$ cat config.mk
export PLATFORM = sky130hd
export DESIGN_NAME = i2c_wr_regs
export DESIGN_NICKNAME = d
export VERILOG_FILES = /design/src/rtl/i2cw_pkg.sv /design/src/rtl/i2cw_datapath.sv /design/src/rtl/i2cw_control.sv /design/src/rtl/i2c_wr_regs.sv
export SDC_FILE = /design/constraint.sdc
export NUM_CORES = 1
export LEC_CHECK = 0
export CORE_MARGIN = 1.5
export CORE_UTILIZATION = 54
export CTS_CLUSTER_SIZE = 30
export DETAILED_ROUTE_END_ITERATION = 10
export HOLD_SLACK_MARGIN = 0.12
export PLACE_DENSITY = 0.88
export SLEW_MARGIN = 20
export SYNTH_ARGS = -nofsm -noshare
export SYNTH_HDL_FRONTEND = slang
export SYNTH_SLANG_ARGS = --single-unit
$ cat constraint.sdc
create_clock -name clk -period 2.1 [get_ports clk]
set_clock_uncertainty 0.05 [all_clocks]
set_input_delay 0.525 -clock clk [delete_from_list [all_inputs] [get_ports clk]]
set_output_delay 0.525 -clock clk [all_outputs]
set_load 0.02 [all_outputs]
$ cat src/rtl/i2cw_pkg.sv
package i2cw_pkg;
  localparam int BYTE_W = 8;
  localparam int REG_W  = BYTE_W - 1;
  localparam int CNT_W  = $clog2(BYTE_W + 1);

  typedef enum logic [1:0] {
    ST_IDLE,
    ST_ADDR,
    ST_DATA,
    ST_ACK
  } ctlState_t;

  // control -> datapath
  typedef struct packed {
    logic shift;
    logic clrBits;
    logic ackOn;
    logic ackOff;
    logic commit;
  } ctrlStrobes_t;

  // datapath -> control
  typedef struct packed {
    logic sclRise;
    logic sclFall;
    logic startEv;
    logic stopEv;
    logic byteFull;
    logic addrMatch;
  } busEvents_t;
endpackage

$ cat src/rtl/i2cw_datapath.sv
module i2cw_datapath
  import i2cw_pkg::*;
#(
  parameter int          SYNC_STAGES = 2,
  parameter logic [6:0]  DEV_ADDR    = 7'h6F
) (
  input  logic             clk,
  input  logic             rstN,
  input  logic             sclIn,
  input  logic             sdaIn,
  input  ctrlStrobes_t     stb,
  output busEvents_t       ev,
  output logic             sdaPullDown,
  output logic [REG_W-1:0] modeReg,
  output logic [REG_W-1:0] volReg
);
  // synchronizers, reset to the idle (high) bus level
  logic [SYNC_STAGES-1:0] sclPipe, sdaPipe;
  logic sclS, sdaS, sclQ, sdaQ;

  always_ff @(posedge clk or negedge rstN) begin
    if (!rstN) begin
      sclPipe <= '1;
      sdaPipe <= '1;
      sclQ    <= 1'b1;
      sdaQ    <= 1'b1;
    end else begin
      sclPipe <= {sclPipe[SYNC_STAGES-2:0], sclIn};
      sdaPipe <= {sdaPipe[SYNC_STAGES-2:0], sdaIn};
      sclQ    <= sclS;
      sdaQ    <= sdaS;
    end
  end

  assign sclS = sclPipe[SYNC_STAGES-1];
  assign sdaS = sdaPipe[SYNC_STAGES-1];

  // shift register and bit counter
  logic [BYTE_W-1:0] shReg;
  logic [CNT_W-1:0]  bitCnt;

  always_ff @(posedge clk or negedge rstN) begin
    if (!rstN) begin
      shReg  <= '0;
      bitCnt <= '0;
    end else if (stb.clrBits) begin
      bitCnt <= '0;
    end else if (stb.shift) begin
      shReg  <= {shReg[BYTE_W-2:0], sdaS};
      bitCnt <= bitCnt + 1'b1;
    end
  end

  // acknowledge driver
  always_ff @(posedge clk or negedge rstN) begin
    if (!rstN)            sdaPullDown <= 1'b0;
    else if (stb.ackOff)  sdaPullDown <= 1'b0;
    else if (stb.ackOn)   sdaPullDown <= 1'b1;
  end

  // register file: top bit selects the target
  always_ff @(posedge clk or negedge rstN) begin
    if (!rstN) begin
      modeReg <= '0;
      volReg  <= '0;
    end else if (stb.commit) begin
      if (shReg[BYTE_W-1]) volReg  <= shReg[REG_W-1:0];
      else                 modeReg <= shReg[REG_W-1:0];
    end
  end

  assign ev.sclRise   = sclS & ~sclQ;
  assign ev.sclFall   = ~sclS & sclQ;
  assign ev.startEv   = sclS & sclQ & sdaQ & ~sdaS;
  assign ev.stopEv    = sclS & sclQ & ~sdaQ & sdaS;
  assign ev.byteFull  = (bitCnt == CNT_W'(BYTE_W));
  assign ev.addrMatch = (shReg[BYTE_W-1:1] == DEV_ADDR) && !shReg[0];
endmodule

$ cat src/rtl/i2cw_control.sv
module i2cw_control
  import i2cw_pkg::*;
(
  input  logic         clk,
  input  logic         rstN,
  input  busEvents_t   ev,
  output ctrlStrobes_t stb
);
  ctlState_t state, nxt;

  always_ff @(posedge clk or negedge rstN) begin
    if (!rstN) state <= ST_IDLE;
    else       state <= nxt;
  end

  always_comb begin
    stb = '0;
    nxt = state;
    if (ev.startEv) begin
      nxt         = ST_ADDR;
      stb.clrBits = 1'b1;
      stb.ackOff  = 1'b1;
    end else if (ev.stopEv) begin
      nxt         = ST_IDLE;
      stb.clrBits = 1'b1;
      stb.ackOff  = 1'b1;
    end else begin
      unique case (state)
        ST_IDLE: ;
        ST_ADDR, ST_DATA: begin
          if (ev.sclRise && !ev.byteFull) begin
            stb.shift = 1'b1;
          end else if (ev.sclFall && ev.byteFull) begin
            if (state == ST_DATA) begin
              stb.commit = 1'b1;
              stb.ackOn  = 1'b1;
              nxt        = ST_ACK;
            end else if (ev.addrMatch) begin
              stb.ackOn  = 1'b1;
              nxt        = ST_ACK;
            end else begin
              stb.clrBits = 1'b1;
              nxt         = ST_IDLE;
            end
          end
        end
        ST_ACK: begin
          if (ev.sclFall) begin
            stb.ackOff  = 1'b1;
            stb.clrBits = 1'b1;
            nxt         = ST_DATA;
          end
        end
        default: nxt = ST_IDLE;
      endcase
    end
  end
endmodule

$ cat src/rtl/i2c_wr_regs.sv
module i2c_wr_regs
  import i2cw_pkg::*;
#(
  parameter int         SYNC_STAGES = 2,
  parameter logic [6:0] DEV_ADDR    = 7'h6F
) (
  input  logic             clk,
  input  logic             rstN,
  input  logic             sclIn,
  input  logic             sdaIn,
  output logic             sdaPullDown,
  output logic [REG_W-1:0] modeReg,
  output logic [REG_W-1:0] volReg
);
  busEvents_t   ev;
  ctrlStrobes_t stb;

  i2cw_datapath #(.SYNC_STAGES(SYNC_STAGES), .DEV_ADDR(DEV_ADDR)) u_dp (
    .clk(clk), .rstN(rstN), .sclIn(sclIn), .sdaIn(sdaIn), .stb(stb),
    .ev(ev), .sdaPullDown(sdaPullDown), .modeReg(modeReg), .volReg(volReg)
  );

  i2cw_control u_ctl (
    .clk(clk), .rstN(rstN), .ev(ev), .stb(stb)
  );
endmodule

==> run summary, run 1 <==
The post-route clock period utilization is 0.928. The fraction of layout cells with a size suffix above 1 came out at 0.300. Setup repair after global routing left no endpoint under its margin.

In the post-synthesis netlist, the biggest area contributors are sky130_fd_sc_hd__dfrtp_1 (47%), sky130_fd_sc_hd__mux2_2 (16%), sky130_fd_sc_hd__dfstp_2 (10%). Setup violations remaining at the end of the flow were counted as 0. The setup slack of the critical path after layout came out at between 150 and 200 ps.

The worst setup path is of the reg2reg kind. The flip-flop and latch count after synthesis came out at 35. Entering global routing, the biggest net connects 36 pins. The accumulated negative setup slack came out at 0 ps. The number of cells produced by synthesis is between 100 and 150.

The utilization of the core after routing is 0.675. The initial utilization of the core area, before any placement, comes to 0.568. The synthesis-to-finish area growth is 18.9%. The share of flip-flops with an asynchronous set or reset came out at 1.00. Among all stages on the critical path, the largest delay is contributed by sky130_fd_sc_hd__dfrtp_1. The number of nets in the synthesized netlist is ~120.

The relative slew slack is 0.666. The overflow left after global routing came out at 0. The overall die area is between 3000 and 4000 sq um. The clock tree from TritonCTS is built.

The data required time of the worst path is between 2000 and 2500 ps. The initial DRC count came out at 26. The total routed wirelength is around 2.7 mm. The number of clock buffers added by TritonCTS is 5. After detailed routing, the number of vias per cell comes to ~5.7. The antenna diode count came out at 0. The flow ran to the end, and the final reports show no timing, DRC or antenna violations. The number of cell rows is 19. The biggest area contributor in the post-synthesis netlist is sky130_fd_sc_hd__dfrtp_1. After synthesis, the mean cell area works out to 13.9 sq um. The width of the chip came out at between 50 and 60 microns. The register clock-pin slew on the reported worst setup and hold paths is 100 ps.

The area share of the largest cell type after synthesis came out at 0.467. Total power for the finished layout comes to roughly 0.0018 W. The via count of the first global-routing pass is approximately 990. The minimum clock period came out at roughly 2000 ps. The number of pins with negative max-slew slack in the final report is 0. The worst path buffer plus inverter count came out at 2. The worst hold-check slack is between 300 and 400 ps.

The vertical die dimension is approximately 57 microns. In the routed design, unresolved DRC markers number 0. The global placement routability congestion is between 0.8 and 0.9. The number of nets in the finished design came out at 148. The number of input and output port buffers inserted came out at 18.

Once detail routing completed, the nets flagged for antenna violations numbered 0. The post-cts resize count is 0. CTS saw 35 sinks.

The worst setup path is captured at a register. The min-delay analysis places its worst path in the category reg2reg. Summing every instance area after synthesis gives approximately 1600 sq um. The cell sitting at the root of the clock tree is a sky130_fd_sc_hd__clkbuf_4.

The H-tree depth came out at 2. The fraction of the yosys area taken by sequential cells is 0.569. The largest single stage delay on the critical path is between 400 and 500 ps. The maximum fanout along the worst path is 7. The worst vdd rail ir drop came out at between 0.8 and 0.9 mV. The placeable core region is between 2000 and 3000 sq um. The post-place setup slack came out at between 50 and 60 ps. In this run, synthesis inferred 0 flip-flops with an integrated enable. STA classifies the critical path startpoint as a register. The wire-length estimate of the detail-placed layout is 1.85 mm. The global-route wire length before repair is around 4.6 mm.

The I/O pin count came out at 19. On the critical path the largest part of the delay comes from simple AND/OR/NAND/NOR gates. Fill cells in the final layout number around 200. The clock network latency to the later pin of the worst-skew pair came out at 340 ps.

The initial antenna violation count is 0. The measured slew at the worst slew-check pin came out at ~500 ps. The most used flip-flop cell after synthesis is sky130_fd_sc_hd__dfrtp_1. In the final layout, the multi-input gates occupy ~640 sq um. The number of max-capacitance violations reported came out at 0. The hold violation count in the final report is 0. The arrival time of the worst setup path is between 2000 and 2500 ps. The maximum number of buffers from clock root to sink came out at 2. The first detailed-routing pass ran for 4 iterations. The detail-routed net length per standard cell came out at 15.5 microns. The total number of vias is between 900 and 1000. The post-synthesis cell type count came out at 34.

Registers take 883 sq um. The count of warnings emitted by yosys is 0. The total routing resource utilization after global routing came out at 0.190. Traced cell by cell, the critical path runs through inv_1 -> ha_1 -> and3b_1 -> nand3_2 -> nor3b_4 -> buf_4 -> mux2_2. The power density over cell area is 978 nW/um^2. The leakage component of the power came out at a little over 0.8 nW. Timing would allow up to around 0.5 GHz.
==> cell usage in the layout, fill, tap and decap left out, types with 2 or more instances in the layout <==
cell type                         netlist  layout
sky130_fd_sc_hd__o31a_1                 2       2
sky130_fd_sc_hd__nand2_1                4       4
sky130_fd_sc_hd__clkbuf_1               0       2
sky130_fd_sc_hd__mux2_2                22      22
sky130_fd_sc_hd__nand4b_1               2       2
sky130_fd_sc_hd__o21ai_0                2       2
sky130_fd_sc_hd__a21oi_1                5       5
sky130_fd_sc_hd__clkdlybuf4s50_1        0      18
sky130_fd_sc_hd__nand3_2                2       2
sky130_fd_sc_hd__dfrtp_1               29      29
sky130_fd_sc_hd__xnor2_1                4       4
sky130_fd_sc_hd__clkbuf_4               0       5
sky130_fd_sc_hd__dfstp_2                6       6
sky130_fd_sc_hd__o21bai_1               2       2
sky130_fd_sc_hd__nand2b_1               2       2
sky130_fd_sc_hd__buf_4                  1       3
sky130_fd_sc_hd__inv_1                  4       4
sky130_fd_sc_hd__nor2_1                 2       2
sky130_fd_sc_hd__ha_1                   5       5
==> cell usage after synthesis, types with 2 or more instances <==
| library cell | number |
|---|---|
| sky130_fd_sc_hd__dfrtp_1 | 29 |
| sky130_fd_sc_hd__mux2_2 | 22 |
| sky130_fd_sc_hd__dfstp_2 | 6 |
| sky130_fd_sc_hd__a21oi_1 | 5 |
| sky130_fd_sc_hd__ha_1 | 5 |
| sky130_fd_sc_hd__inv_1 | 4 |
| sky130_fd_sc_hd__nand2_1 | 4 |
| sky130_fd_sc_hd__xnor2_1 | 4 |
| sky130_fd_sc_hd__nand2b_1 | 2 |
| sky130_fd_sc_hd__nand3_2 | 2 |
| sky130_fd_sc_hd__nand4b_1 | 2 |
| sky130_fd_sc_hd__nor2_1 | 2 |
| sky130_fd_sc_hd__o21ai_0 | 2 |
| sky130_fd_sc_hd__o21bai_1 | 2 |
| sky130_fd_sc_hd__o31a_1 | 2 |
==> registers in the layout, summed over array words and instances, names as in the netlist <==
signal / flops
u_dp.modeReg: 7
u_dp.sclPipe: 2
u_dp.sdaPullDown: 1
u_dp.bitCnt: 4
u_dp.sclQ: 1
u_dp.shReg: 8
u_dp.volReg: 7
u_dp.sdaQ: 1
u_ctl.state: 2
u_dp.sdaPipe: 2
==> stage by stage <==
step	cell area, sq um	std cells
4_1_cts	1840	170
3_3_place_gp	1790	162
3_5_place_dp	1790	162
5_1_grt	1850	171
6_report	1850	171
2_1_floorplan	1550	112
==> path summary, 6_finish.rpt <==
check	startpoint	end	slack [ps]	depth (start not counted)
worst max-delay path	u_dp.bitCnt[1]	u_dp.modeReg[0]	150	7
worst min-delay path	u_dp.sclPipe[0]	u_dp.sclPipe[1]	310	0
worst max register to register	u_dp.bitCnt[1]	u_dp.modeReg[0]	150	7
worst min register to register	u_dp.sclPipe[0]	u_dp.sclPipe[1]	310	0
max in group asynchronous	rstN	u_dp.sclPipe[0]	1120	2
min in group asynchronous	rstN	u_dp.volReg[4]	540	2
==> where the power goes <==
part           internal [W]  total, W  switching (W)
clock network      0.000130  0.000347       0.000217
logic              0.000274  0.000512       0.000238
registers          0.000800  0.000945       0.000145
total               0.00120   0.00180       0.000600
==> cell type report <==
| cell class | instances | area share |
|---|---|---|
| Inverter | 4 | 0.00814 |
| Clock inverter | 1 | 0.00271 |
| Tap cell | 31 | 0.0210 |
| Sequential cell | 35 | 0.479 |
| Clock buffer | 7 | 0.0244 |
| Timing Repair Buffer | 22 | 0.121 |
| Multi-Input combinational cell | 71 | 0.344 |
==> logic make-up after synthesis <==
kind of cell    synth area share
flops                      0.569
mux                        0.166
simple gates               0.112
compound gates            0.0685
buf+inv                   0.0218
fa+ha+maj                 0.0403
xor+xnor                  0.0226
==> per-layer routing <==
| layer | global-route usage | wire, microns | vias to the layer above |
|---|---|---|---|
| met5 | 0 | 0 | - |
| met4 | 0.0816 | 46 | 0 |
| met3 | 0.0622 | 83 | 6 |
| met2 | 0.277 | 1300 | 16 |
| met1 | 0.261 | 1230 | 486 |
| li1 | - | - | 466 |
==> timing repair <==
item	4_1_cts	5_1_grt
endpoints found under the setup margin	0	7
setup buffers	0	1
hold buffers	0	0
Note: power is estimated with default switching activity, not from simulation.
==> inputs of run 2 (changes only) <==
HOLD_SLACK_MARGIN = 0.02   (was 0.12)
clock period = 1.9 ns   (was 2.1 ns; I/O delays follow)
==> run 2 against run 1 <==
Compared with the run above: final cell count rose by 3.5%; flip-flop and latch count unchanged; global-route usage increased by 3.1 points; register-to-register slack worse by 60 ps; final area is 5.4% higher; hold slack worse by 8.6 ps; highest routed layer unchanged; first-iteration DRC count fell by 38%; clock power grew 8.4%; sequential power grew 9%; count of clock-buffer cells in the layout is 1 higher; die area stayed put; via count increased by 3.6%.
==> run summary, run 2 (synthesis gave the netlist of run 1 again) <==
The post-place setup slack is -12.6 ps (-68.4 ps). The worst vdd rail ir drop is 0.834 mV (+2.3%). The number of max-capacitance violations reported was 0 (unchanged). The I/O pin count is 19 (unchanged). The combinational group share of total power is 0.338 (+0.054).

The total routed wirelength is 3.02 mm (+14%). The maximum fanout along the worst path came out at 2 (-5). The top cell types in the final layout, fill and taps aside, are sky130_fd_sc_hd__dfrtp_1 (29), sky130_fd_sc_hd__mux2_2 (21), sky130_fd_sc_hd__clkdlybuf4s50_1 (17), sky130_fd_sc_hd__buf_4 (7), sky130_fd_sc_hd__dfstp_2 (6).

The post-CTS setup-driven buffer insertion count is 0 (unchanged). The fraction of layout cells with a size suffix above 1 is 0.356 (+0.0562). The via count of the first global-routing pass came out at 1112 (+13%). The fraction of power consumed by the clock network came out at 0.177 (-0.015).

The number of pins with negative max-slew slack in the final report is 0 (unchanged). The net switching share of the total power came out at 0.335 (+0.00245). The critical path goes through clkdlybuf4s50_1. The area growth from synthesis to layout is 25.3%. The overall die area is 3210 sq um (unchanged).

The register share of total power is 0.486 (-0.038). The detail-routed net length per standard cell came to 17.1 microns (+9.9%). The path class of the tightest hold or removal check is reg2reg. The number of nets in the finished design came to 154 (+4.1%).

The vertical die dimension came out at 56.6 microns (unchanged). The number of gates on the worst path with buffers counted is 1 (-6). The root buffer cell is sky130_fd_sc_hd__clkbuf_4. The global routing stage identified its most utilized layer as met2.

The flip-flop count of the largest register after layout was 8 (unchanged). The clock network latency to the later pin of the worst-skew pair came to 330 ps (about the same). STA classifies the critical path startpoint as a register. The flow ran to the end, and the final reports show no timing, DRC or antenna violations. The initial DRC count is 16 (-38%). The capture instance of the worst register-to-register path is u_dp.modeReg[0]. The setup slack of the critical path after layout is 60.5 ps (-90.5 ps). The summed area of non-filler cells in the final layout came to 1950 sq um (+5.4%). The depth of the worst hold-timing path is 0 (unchanged).

The number of design rule violations left after detail routing was 0 (unchanged). The library cell used most frequently in the layout, excluding fill and tap cells, is sky130_fd_sc_hd__dfrtp_1. The initial antenna violation count was 0 (unchanged). The total internal power is 0.00142 W (+18%). The clock tree from TritonCTS is built. The relative slew slack came out at 0.699 (+0.0332). The data required time of the worst path was 1370 ps (-910 ps).

Setup repair after global routing could not meet its margin everywhere. The slowest stage of the critical path is the sky130_fd_sc_hd__clkdlybuf4s50_1 cell. Ranked by flip-flop count, first place goes to u_dp.shReg. The leakage component of the power came to 0.870 nW (+6.7%). The global-route met3 utilization is 0.0668 (+0.00461).

The placed wire-length estimate was 2.14 mm (+15%). The width of the chip is 56.6 microns (unchanged). The global placement routability congestion came out at 0.727 (-9.3%). The register clock-pin slew on the reported worst setup and hold paths came out at 100 ps (about the same). The power density over cell area came to 1090 nW/um^2 (+12%). The total routing resource utilization after global routing came out at 0.221 (+0.0308).

The total clock buffers created by CTS is 5 (unchanged). Of the available clock period, the critical path in the final layout requires 0.968. The hold violation count in the final report is 0 (unchanged).

In this run the worst setup path terminates at sdaPullDown. The antenna diode count came out at 0 (unchanged). The H-tree depth is 2 (unchanged).

The delay of the slowest critical-path stage was 610 ps (+180 ps). The number of cell rows was 19 (unchanged). The depth of the worst register-to-register path came out at 7 (unchanged). The net load switching power came out at 0.000713 W (+19%). The cell family contributing the most delay on the critical path is buffers and inverters. The global-route wire length before repair came out at 5.24 mm (+15%). The fraction of met2 tracks used by global routing is 0.365 (+0.0880). The startpoint of the most critical register-to-register path is u_dp.bitCnt[0]. The iteration count of the initial detailed-routing pass came out at 2 (-2). The number of input and output port buffers inserted came out at 18 (unchanged).

The minimum clock period is between 1500 and 2000 ps. The post-route antenna net violation count came out at 0 (unchanged). The pin count of the biggest net entering global routing is 36 (unchanged). The utilization of the core after routing is 0.712 (+0.0366).

The met1 capacity usage during global routing is 0.264 (+0.00336). The worst setup path is captured at an output port. The maximum number of buffers from clock root to sink came out at 2 (unchanged).

The start point of the critical path is u_dp.sdaPullDown. The register-to-register path setup slack is 90 ps (-60 ps). The average vias per placed instance was 5.70 (about the same). The placeable core region is 2730 sq um (unchanged). The final setup violation count came to 0 (unchanged). In the final layout, the registers with the most flip-flops are u_dp.shReg: 8 flops, u_dp.modeReg: 7 flops, u_dp.volReg: 7 flops. The total number of vias was 1009 (+3.6%).

The arrival time of the worst setup path is 1310 ps (-820 ps). The type of the worst setup path is reg2out. The starting utilization of the core area came out at 0.568 (unchanged). The overflow left after global routing is 0 (unchanged). The total cell area at the placement stage came out at 1850 sq um (+3.6%).

For this run, the top clock speed supported by timing is 0.544 GHz. The worst path buffer plus inverter count is 1 (-1). The measured slew at the worst slew-check pin is 447 ps (-53.4 ps). The number of clock sinks seen by CTS is 35 (unchanged).
==> run 2: layout make-up <==
cell class | count | area (sq um)
Fill cell | 174 | 788
Sequential cell | 35 | 883
Timing Repair Buffer | 28 | 287
Inverter | 4 | 15.0
Multi-Input combinational cell | 71 | 673
Clock buffer | 8 | 48.8
Tap cell | 31 | 38.8
==> run 2: power by group through the flow <==
stage,logic [W],registers (W),clock network (W)
detailed placement,0.000644,0.00104,0
CTS,0.000651,0.00103,0.000386
global placement,0.000605,0.00103,0
floorplan,0.000428,0.00101,0
finish,0.000719,0.00103,0.000376
global route,0.000806,0.00106,0.000422
==> run 2: routing by layer <==
metal	vias up	routed length (microns)
li1	475	-
met1	514	1290
met2	16	1580
met3	4	93
met4	0	57
met5	-	0
==> run 2: repair_timing <==
| item | in CTS | in global routing |
|---|---|---|
| hold buffers | 0 | 0 |
| setup endpoints to repair | 7 | 26 |
| cloned | 0 | 0 |
| pin swaps | 0 | 3 |
| gates resized for setup | 1 | 8 |
| hold endpoints to repair | 0 | 0 |
==> run 2: metrics by stage <==
stage / setup TNS, ps / hold slack, ps / std cells / total power [W]
3_5_place_dp: -20.2 / 297 / 169 / 0.00169
5_1_grt: -9.19 / 303 / 177 / 0.00229
6_report: 0 / 301 / 177 / 0.00213
4_1_cts: 0 / 306 / 177 / 0.00207
3_3_place_gp: 0 / 296 / 169 / 0.00163
2_1_floorplan: 0 / 129 / 112 / 0.00144
==> run 2: worst min-delay path by stage <==
stage / start / end / slack (ps)
CTS: u_dp.sclPipe[0] / u_dp.sclPipe[1] / 310
global route: u_dp.sclPipe[0] / u_dp.sclPipe[1] / 300
global placement: u_dp.sdaPipe[0] / u_dp.sdaPipe[1] / 300
finish: u_dp.sclPipe[0] / u_dp.sclPipe[1] / 300
floorplan: rstN / u_ctl.state[0] / 130
detailed placement: u_dp.sclPipe[0] / u_dp.sclPipe[1] / 300
